$ cat config.mk
export PLATFORM = sky130hd
export DESIGN_NAME = vtlb_top
export DESIGN_NICKNAME = d
export VERILOG_FILES = /design/src/rtl/vtlb_pkg.sv /design/src/rtl/vtlb_store.sv /design/src/rtl/vtlb_match.sv /design/src/rtl/vtlb_range.sv /design/src/rtl/vtlb_top.sv
export SDC_FILE = /design/constraint.sdc
export NUM_CORES = 2
export LEC_CHECK = 0
export BUFFER_PORTS_ARGS = -buffer_cell sky130_fd_sc_hd__buf_2
export CAP_MARGIN = 20
export CORE_MARGIN = 4
export CORE_UTILIZATION = 38
export DETAILED_ROUTE_END_ITERATION = 7
export PLACE_DENSITY = 0.57
export SLEW_MARGIN = 20
export SYNTH_ARGS = -nofsm -noshare
export SYNTH_HDL_FRONTEND = slang
export SYNTH_SLANG_ARGS = --single-unit
$ cat constraint.sdc
create_clock -name clk -period 9.8 [get_ports clk]
set_clock_uncertainty 0.05 [all_clocks]
set_input_delay 1.96 -clock clk [delete_from_list [all_inputs] [get_ports clk]]
set_output_delay 1.96 -clock clk [all_outputs]
set_load 0.005 [all_outputs]
$ cat src/rtl/vtlb_pkg.sv
package vtlb_pkg;
  parameter int VA_W    = 64;
  parameter int OFF_W   = 12;
  parameter int EA_W    = 40;
  parameter int U32_W   = 31;
  parameter int ASID_W  = 8;
  parameter int PFN_W   = 20;
  parameter int VPN2_W  = EA_W - OFF_W - 1;
  parameter int PA_W    = PFN_W + OFF_W;

  typedef struct packed {
    logic [VPN2_W-1:0] vpn2;
    logic [ASID_W-1:0] asid;
    logic              g0;
    logic              g1;
    logic              v0;
    logic              v1;
    logic [PFN_W-1:0]  pfn0;
    logic [PFN_W-1:0]  pfn1;
  } tlb_ent_t;
endpackage

$ cat src/rtl/vtlb_store.sv
module vtlb_store
  import vtlb_pkg::*;
#(
  parameter int ENTRIES = 32,
  localparam int IDX_W = $clog2(ENTRIES)
) (
  input  logic                      clk,
  input  logic                      rst,
  input  logic                      we,
  input  logic [IDX_W-1:0]          widx,
  input  tlb_ent_t                  wdata,
  output tlb_ent_t [ENTRIES-1:0]    ents_o
);
  tlb_ent_t           mem_q [ENTRIES];
  logic [ENTRIES-1:0] v0_q;
  logic [ENTRIES-1:0] v1_q;

  // payload fields carry no reset
  always_ff @(posedge clk) begin
    if (we) mem_q[widx] <= wdata;
  end

  always_ff @(posedge clk) begin
    if (rst) begin
      v0_q <= '0;
      v1_q <= '0;
    end else if (we) begin
      v0_q[widx] <= wdata.v0;
      v1_q[widx] <= wdata.v1;
    end
  end

  for (genvar i = 0; i < ENTRIES; i++) begin : g_out
    always_comb begin
      ents_o[i]    = mem_q[i];
      ents_o[i].v0 = v0_q[i];
      ents_o[i].v1 = v1_q[i];
    end
  end
endmodule

$ cat src/rtl/vtlb_match.sv
module vtlb_match
  import vtlb_pkg::*;
#(
  parameter int ENTRIES = 32,
  localparam int IDX_W = $clog2(ENTRIES)
) (
  input  tlb_ent_t [ENTRIES-1:0] ents,
  input  logic [VPN2_W-1:0]      tag,
  input  logic [ASID_W-1:0]      asid,
  output logic                   found,
  output logic [IDX_W-1:0]       idx
);
  logic [ENTRIES-1:0] m;

  for (genvar i = 0; i < ENTRIES; i++) begin : g_cmp
    logic glob;
    assign glob = ents[i].g0 & ents[i].g1;
    assign m[i] = (ents[i].vpn2 == tag) && (glob || (ents[i].asid == asid));
  end

  // lowest index wins
  always_comb begin
    idx = '0;
    for (int i = ENTRIES - 1; i >= 0; i--) begin
      if (m[i]) idx = IDX_W'(i);
    end
  end

  assign found = |m;
endmodule

$ cat src/rtl/vtlb_range.sv
module vtlb_range
  import vtlb_pkg::*;
(
  input  logic [VA_W-1:0] va,
  input  logic            mode64,
  input  logic            user,
  output logic [EA_W-1:0] ea,
  output logic            aerr
);
  logic beyond;

  assign ea     = mode64 ? va[EA_W-1:0] : EA_W'(va[31:0]);
  assign beyond = mode64 ? (|va[VA_W-1:EA_W]) : va[U32_W];
  assign aerr   = user & beyond;
endmodule

$ cat src/rtl/vtlb_top.sv
module vtlb_top
  import vtlb_pkg::*;
#(
  parameter int ENTRIES = 32,
  localparam int IDX_W = $clog2(ENTRIES)
) (
  input  logic              clk,
  input  logic              rst,
  input  logic              lk_req,
  input  logic [VA_W-1:0]   lk_va,
  input  logic [ASID_W-1:0] lk_asid,
  input  logic              lk_mode64,
  input  logic              lk_user,
  input  logic              wr_en,
  input  logic [IDX_W-1:0]  wr_idx,
  input  logic [VPN2_W-1:0] wr_vpn2,
  input  logic [ASID_W-1:0] wr_asid,
  input  logic              wr_g0,
  input  logic              wr_g1,
  input  logic              wr_v0,
  input  logic              wr_v1,
  input  logic [PFN_W-1:0]  wr_pfn0,
  input  logic [PFN_W-1:0]  wr_pfn1,
  output logic              rsp_vld,
  output logic              rsp_hit,
  output logic              rsp_miss,
  output logic              rsp_aerr,
  output logic [PA_W-1:0]   rsp_pa
);
  tlb_ent_t                 wdata;
  tlb_ent_t [ENTRIES-1:0]   ents;
  tlb_ent_t                 sel;
  logic [EA_W-1:0]          ea;
  logic                     aerr;
  logic                     found;
  logic [IDX_W-1:0]         idx;
  logic                     odd;
  logic                     half_ok;
  logic [PFN_W-1:0]         pfn;
  logic                     hit_c;

  assign wdata = '{vpn2: wr_vpn2, asid: wr_asid, g0: wr_g0, g1: wr_g1,
                   v0: wr_v0, v1: wr_v1, pfn0: wr_pfn0, pfn1: wr_pfn1};

  vtlb_store #(.ENTRIES(ENTRIES)) u_store (
    .clk(clk), .rst(rst), .we(wr_en), .widx(wr_idx), .wdata(wdata), .ents_o(ents)
  );

  vtlb_range u_range (
    .va(lk_va), .mode64(lk_mode64), .user(lk_user), .ea(ea), .aerr(aerr)
  );

  vtlb_match #(.ENTRIES(ENTRIES)) u_match (
    .ents(ents), .tag(ea[EA_W-1:OFF_W+1]), .asid(lk_asid), .found(found), .idx(idx)
  );

  assign sel     = ents[idx];
  assign odd     = ea[OFF_W];
  assign half_ok = odd ? sel.v1 : sel.v0;
  assign pfn     = odd ? sel.pfn1 : sel.pfn0;
  assign hit_c   = lk_req && !aerr && found && half_ok;

  always_ff @(posedge clk) begin
    if (rst) begin
      rsp_vld  <= 1'b0;
      rsp_hit  <= 1'b0;
      rsp_miss <= 1'b0;
      rsp_aerr <= 1'b0;
      rsp_pa   <= '0;
    end else begin
      rsp_vld  <= lk_req;
      rsp_hit  <= hit_c;
      rsp_miss <= lk_req && !aerr && !(found && half_ok);
      rsp_aerr <= lk_req && aerr;
      rsp_pa   <= hit_c ? {pfn, ea[OFF_W-1:0]} : '0;
    end
  end
endmodule

==> results.md <==
- The run finished with clean final reports.
- Based on the critical path, the design can be clocked at up to 123 MHz.
- The final standard cell utilization of the core is 43.2%.
- After detailed routing, the number of remaining DRC violations is 0.
- The final critical path takes up 83.3% of the cycle.
- The actual transition at the worst max-transition pin is 1.22 ns.
- The critical path is of the input pin to flip-flop type.
- In this run the tool buffered the top-level ports with 197 buffer cells.
- The number of core rows is 193.
- The setup-violating endpoint count in the final report is 0.
- Sorting the synthesized cells by area gives the leading types as edfxtp_1, xor2_1, nand2_1.
- For this design the ratio of total power to cell area is 190 nW/um^2.
- The signed area change from the synthesized netlist to the final layout is 12.9%.
- The via count of the first global-routing pass is 62634.
- At the end of the flow, the number of nets in the layout was 7573.
- In the synthesized netlist the dominant register cell turns out to be edfxtp_1.
- The final total negative setup slack is 0 ns.
- The core footprint is 277000 um^2.
- The cell family contributing the most delay on the critical path is simple AND/OR/NAND/NOR gates.
- Routability-driven placement finished with a final weighted congestion of 0.899.
- The worst setup path is captured at a flip-flop.
- In this run, synthesis inferred 2464 flip-flops with an integrated enable.
- Together, buffers and inverters on the worst path number 5.
- The detailed router finished its first iteration with 7308 violations.
- Traced cell by cell, the critical path runs through buf_2 > buf_4 > xnor2_1 > nand4_1 > nor4_1 > buf_4 > nand3_1 > nor4_1 > o21ai_0 > a311o_1 > and4_1 > nor2_4 > buf_12 > buf_12 > mux2i_1 > a32oi_1 > and3_1 > nor4_1 > a211oi_1.
- Measured against its own limit, the worst slew margin works out to 17.6%.
- The number of sinks handled by clock tree synthesis is 2564.
- The first-pass GRT wire length is 467000 um.
- The number of distinct library cell variants in the gate-level netlist after synthesis is 96.
- 198 I/O pins were placed.
- The starting density of the core is 38.3%.
- The detail-routed net length per standard cell is 29.3 um.
- For the worst-skew pair, the clock arrives at the later sink with an insertion delay of 0.85 ns.
- After global routing the overflow that remains totals 0.
- The proportion of layout cells with a drive suffix above 1 is 12.2%.
- The instance area after placement is 112000 um^2.
- The root cell of the clock tree is clkbuf_16.
- Post-CTS repair changed the size of 0 cells.
- The most repeated library cell on the critical path is nor4_1.
- The delay of the slowest cell on the worst path is 0.94 ns.
- The detail route stage leaves a number of antenna-violating nets equal to 0.
- The max-slew violation count was 0.
- The time the final worst path needs with I/O delays and setup is 8.16 ns.
- TritonCTS built the clock tree.
- The number of failing hold endpoints at the final stage came to 0.
- The post-cts hold buffer count is 0.
- The detailed-route vias per instance is 5.70.
- The finished cells cover 120000 um^2.
- Across the VDD grid, the largest voltage drop is 0.133 mV.
- The worst endpoint data arrival time is 8.79 ns.
- The class of the worst hold path is flip-flop to flip-flop.
- After detailed routing, the total wire length is 331000 um.
- After synthesis, flip-flops and latches occupy 71.5% of the total area.
- The initial antenna violation count is 36.
- Counting flops and latches in the post-synthesis netlist gives 2564.
- The die is 537 um wide.
- For this run, the number of Yosys warnings is 0.
- The tool flagged a number of max-cap violations equal to 0.
- The H-tree depth is 5.
- The floorplan step defined a die boundary enclosing 288000 um^2.
- Summing every instance area after synthesis gives 106000 um^2.
- The synthesized area divided by synthesized cell count is 14.9 um^2.
- The number of clock buffers inserted by TritonCTS is 271.
- The most instantiated library cell after synthesis is edfxtp_1.
- The count of filler cells inserted in the layout is 24667.
- Counting flops with an async set or reset pin after synthesis yields a share of 0%.
- The total setup buffers inserted after CTS is 0.
- The first detailed-routing pass ran for 6 iterations.
- Measured along the y axis, the die boundary spans 537 um.
- In this run the deepest clock path goes through 4 buffers.
- Before CTS, the worst setup slack after placement is 0.838 ns.
- The share of synthesized area in the top cell type comes to 69.7%.
- The cell type with the highest aggregate area in the netlist is edfxtp_1.
- The cell count after synthesis came out at 7149.
- The slowest stage of the critical path is the nor4_1 cell.
- The leakage component of the power is 0.0402 uW.
- The clock transition at the register clock pins on the worst setup and hold paths after CTS is 0.06 ns.
- The largest net degree at the start of global routing is 73.
- Counting every net in the synthesized netlist gives 7311.
- Setup repair after global routing left no endpoint under its margin.
- The data required time at the worst endpoint is 10.43 ns.
- The startpoint type of the worst setup path is an input pin.
- The maximum fanout encountered on the critical timing path is 35.
- For this run, the total global-route usage over all layers was measured as 22.3%.
- The half-perimeter wire length of the detailed placement result is 188000 um.
- The worst path meets setup with 1.64 ns of slack.
- In the synthesized netlist, the cells that appear most often are edfxtp_1, nand2_1, xor2_1, xnor2_1, mux2i_1.
- Summing over every cut layer, the via total after detailed routing is 64492.
- The overall power after layout is 22800 uW.
[metrics by stage]
stage,cells,hold slack (ns)
6_report,11317,0.410
5_1_grt,11312,0.413
4_1_cts,11307,0.409
3_5_place_dp,10842,0.399
3_3_place_gp,10842,0.394
2_1_floorplan,7149,0.383
[cell families (layout without fill, tap and decap cells)]
logic type	after synthesis	count (layout)	share of synthesized area, %
compound gates	950	950	6.39
xor+xnor	980	980	8.08
buf+inv	498	952	2.49
flops	2564	2564	71.5
mux	263	263	2.53
other cells	0	9	0
simple gates	1894	1894	8.97
[report_power, final]
group,internal [uW],switching (uW),total [uW]
sequential,12100,41.0,12200
combinational,234,661,895
clock,5570,4190,9760
[final timing paths]
check	depth (start not counted)	from	slack, ns	to
max	19	lk_va[25]	1.64	rsp_pa[27]
min	2	u_store.v0_q[17]	0.41	u_store.v0_q[17]
max reg2reg	17	u_store.mem_q[14][52]	3.25	rsp_pa[27]
min reg2reg	2	u_store.v0_q[17]	0.41	u_store.v0_q[17]
[per-layer routing]
| layer | GRT usage, % | vias up | part of all wire, % | wire length [um] |
|---|---|---|---|---|
| li1 | - | 27650 | - | - |
| met1 | 31.4 | 33423 | 43 | 141000 |
| met2 | 35.5 | 2870 | 46 | 153000 |
| met3 | 3.98 | 529 | 8.2 | 27300 |
| met4 | 6.77 | 20 | 3.1 | 10400 |
| met5 | 0 | - | 0.037 | 122 |
[final cells by class]
class / count / area, um^2 / share of cell area (%)
inverter: 81 / 334 / 0.279
clock inverter: 121 / 966 / 0.806
antenna: 9 / 22.5 / 0.0188
timing repair buffer: 406 / 2860 / 2.38
clock buffer: 344 / 7240 / 6.04
multi-input combinational: 4087 / 27800 / 23.2
tap: 3705 / 4640 / 3.87
sequential: 2564 / 76000 / 63.4
[layout by cell type, fill, tap and decap left out, drive strengths merged, types with 10 or more instances in the layout]
cell / count
edfxtp: 2464
nand2: 883
xor2: 615
buf: 406
xnor2: 365
clkbuf: 344
mux2i: 223
nor4: 188
nand3: 181
a31oi: 176
and3: 165
o21ai: 148
nand4: 119
a21oi: 113
dfxtp: 100
nor2: 100
clkinv: 96
inv: 89
a32oi: 88
o211ai: 65
a211oi: 63
a22oi: 55
nor3: 53
o32ai: 50
nor3b: 49
mux2: 40
nor4bb: 32
o22ai: 31
or3: 29
a22o: 26
a221o: 23
a31o: 21
nand2b: 21
o21a: 16
nor2b: 14
nand3b: 13
bufinv: 13
and4: 11
or3b: 11
a2111oi: 10
[tightest hold or removal path, cell delays in order (launching register included)]
cell	delay, ns
dfxtp_1	0.31
nand2_1	0.05
a21oi_1	0.05
[flip-flops by register name (all words and copies together) (netlist names)]
signal / cells
rsp_aerr: 1
u_store.v1_q: 32
rsp_vld: 1
rsp_miss: 1
u_store.mem_q: 2464
rsp_hit: 1
rsp_pa: 32
u_store.v0_q: 32
No activity file was read; power rests on OpenSTA's default activity.
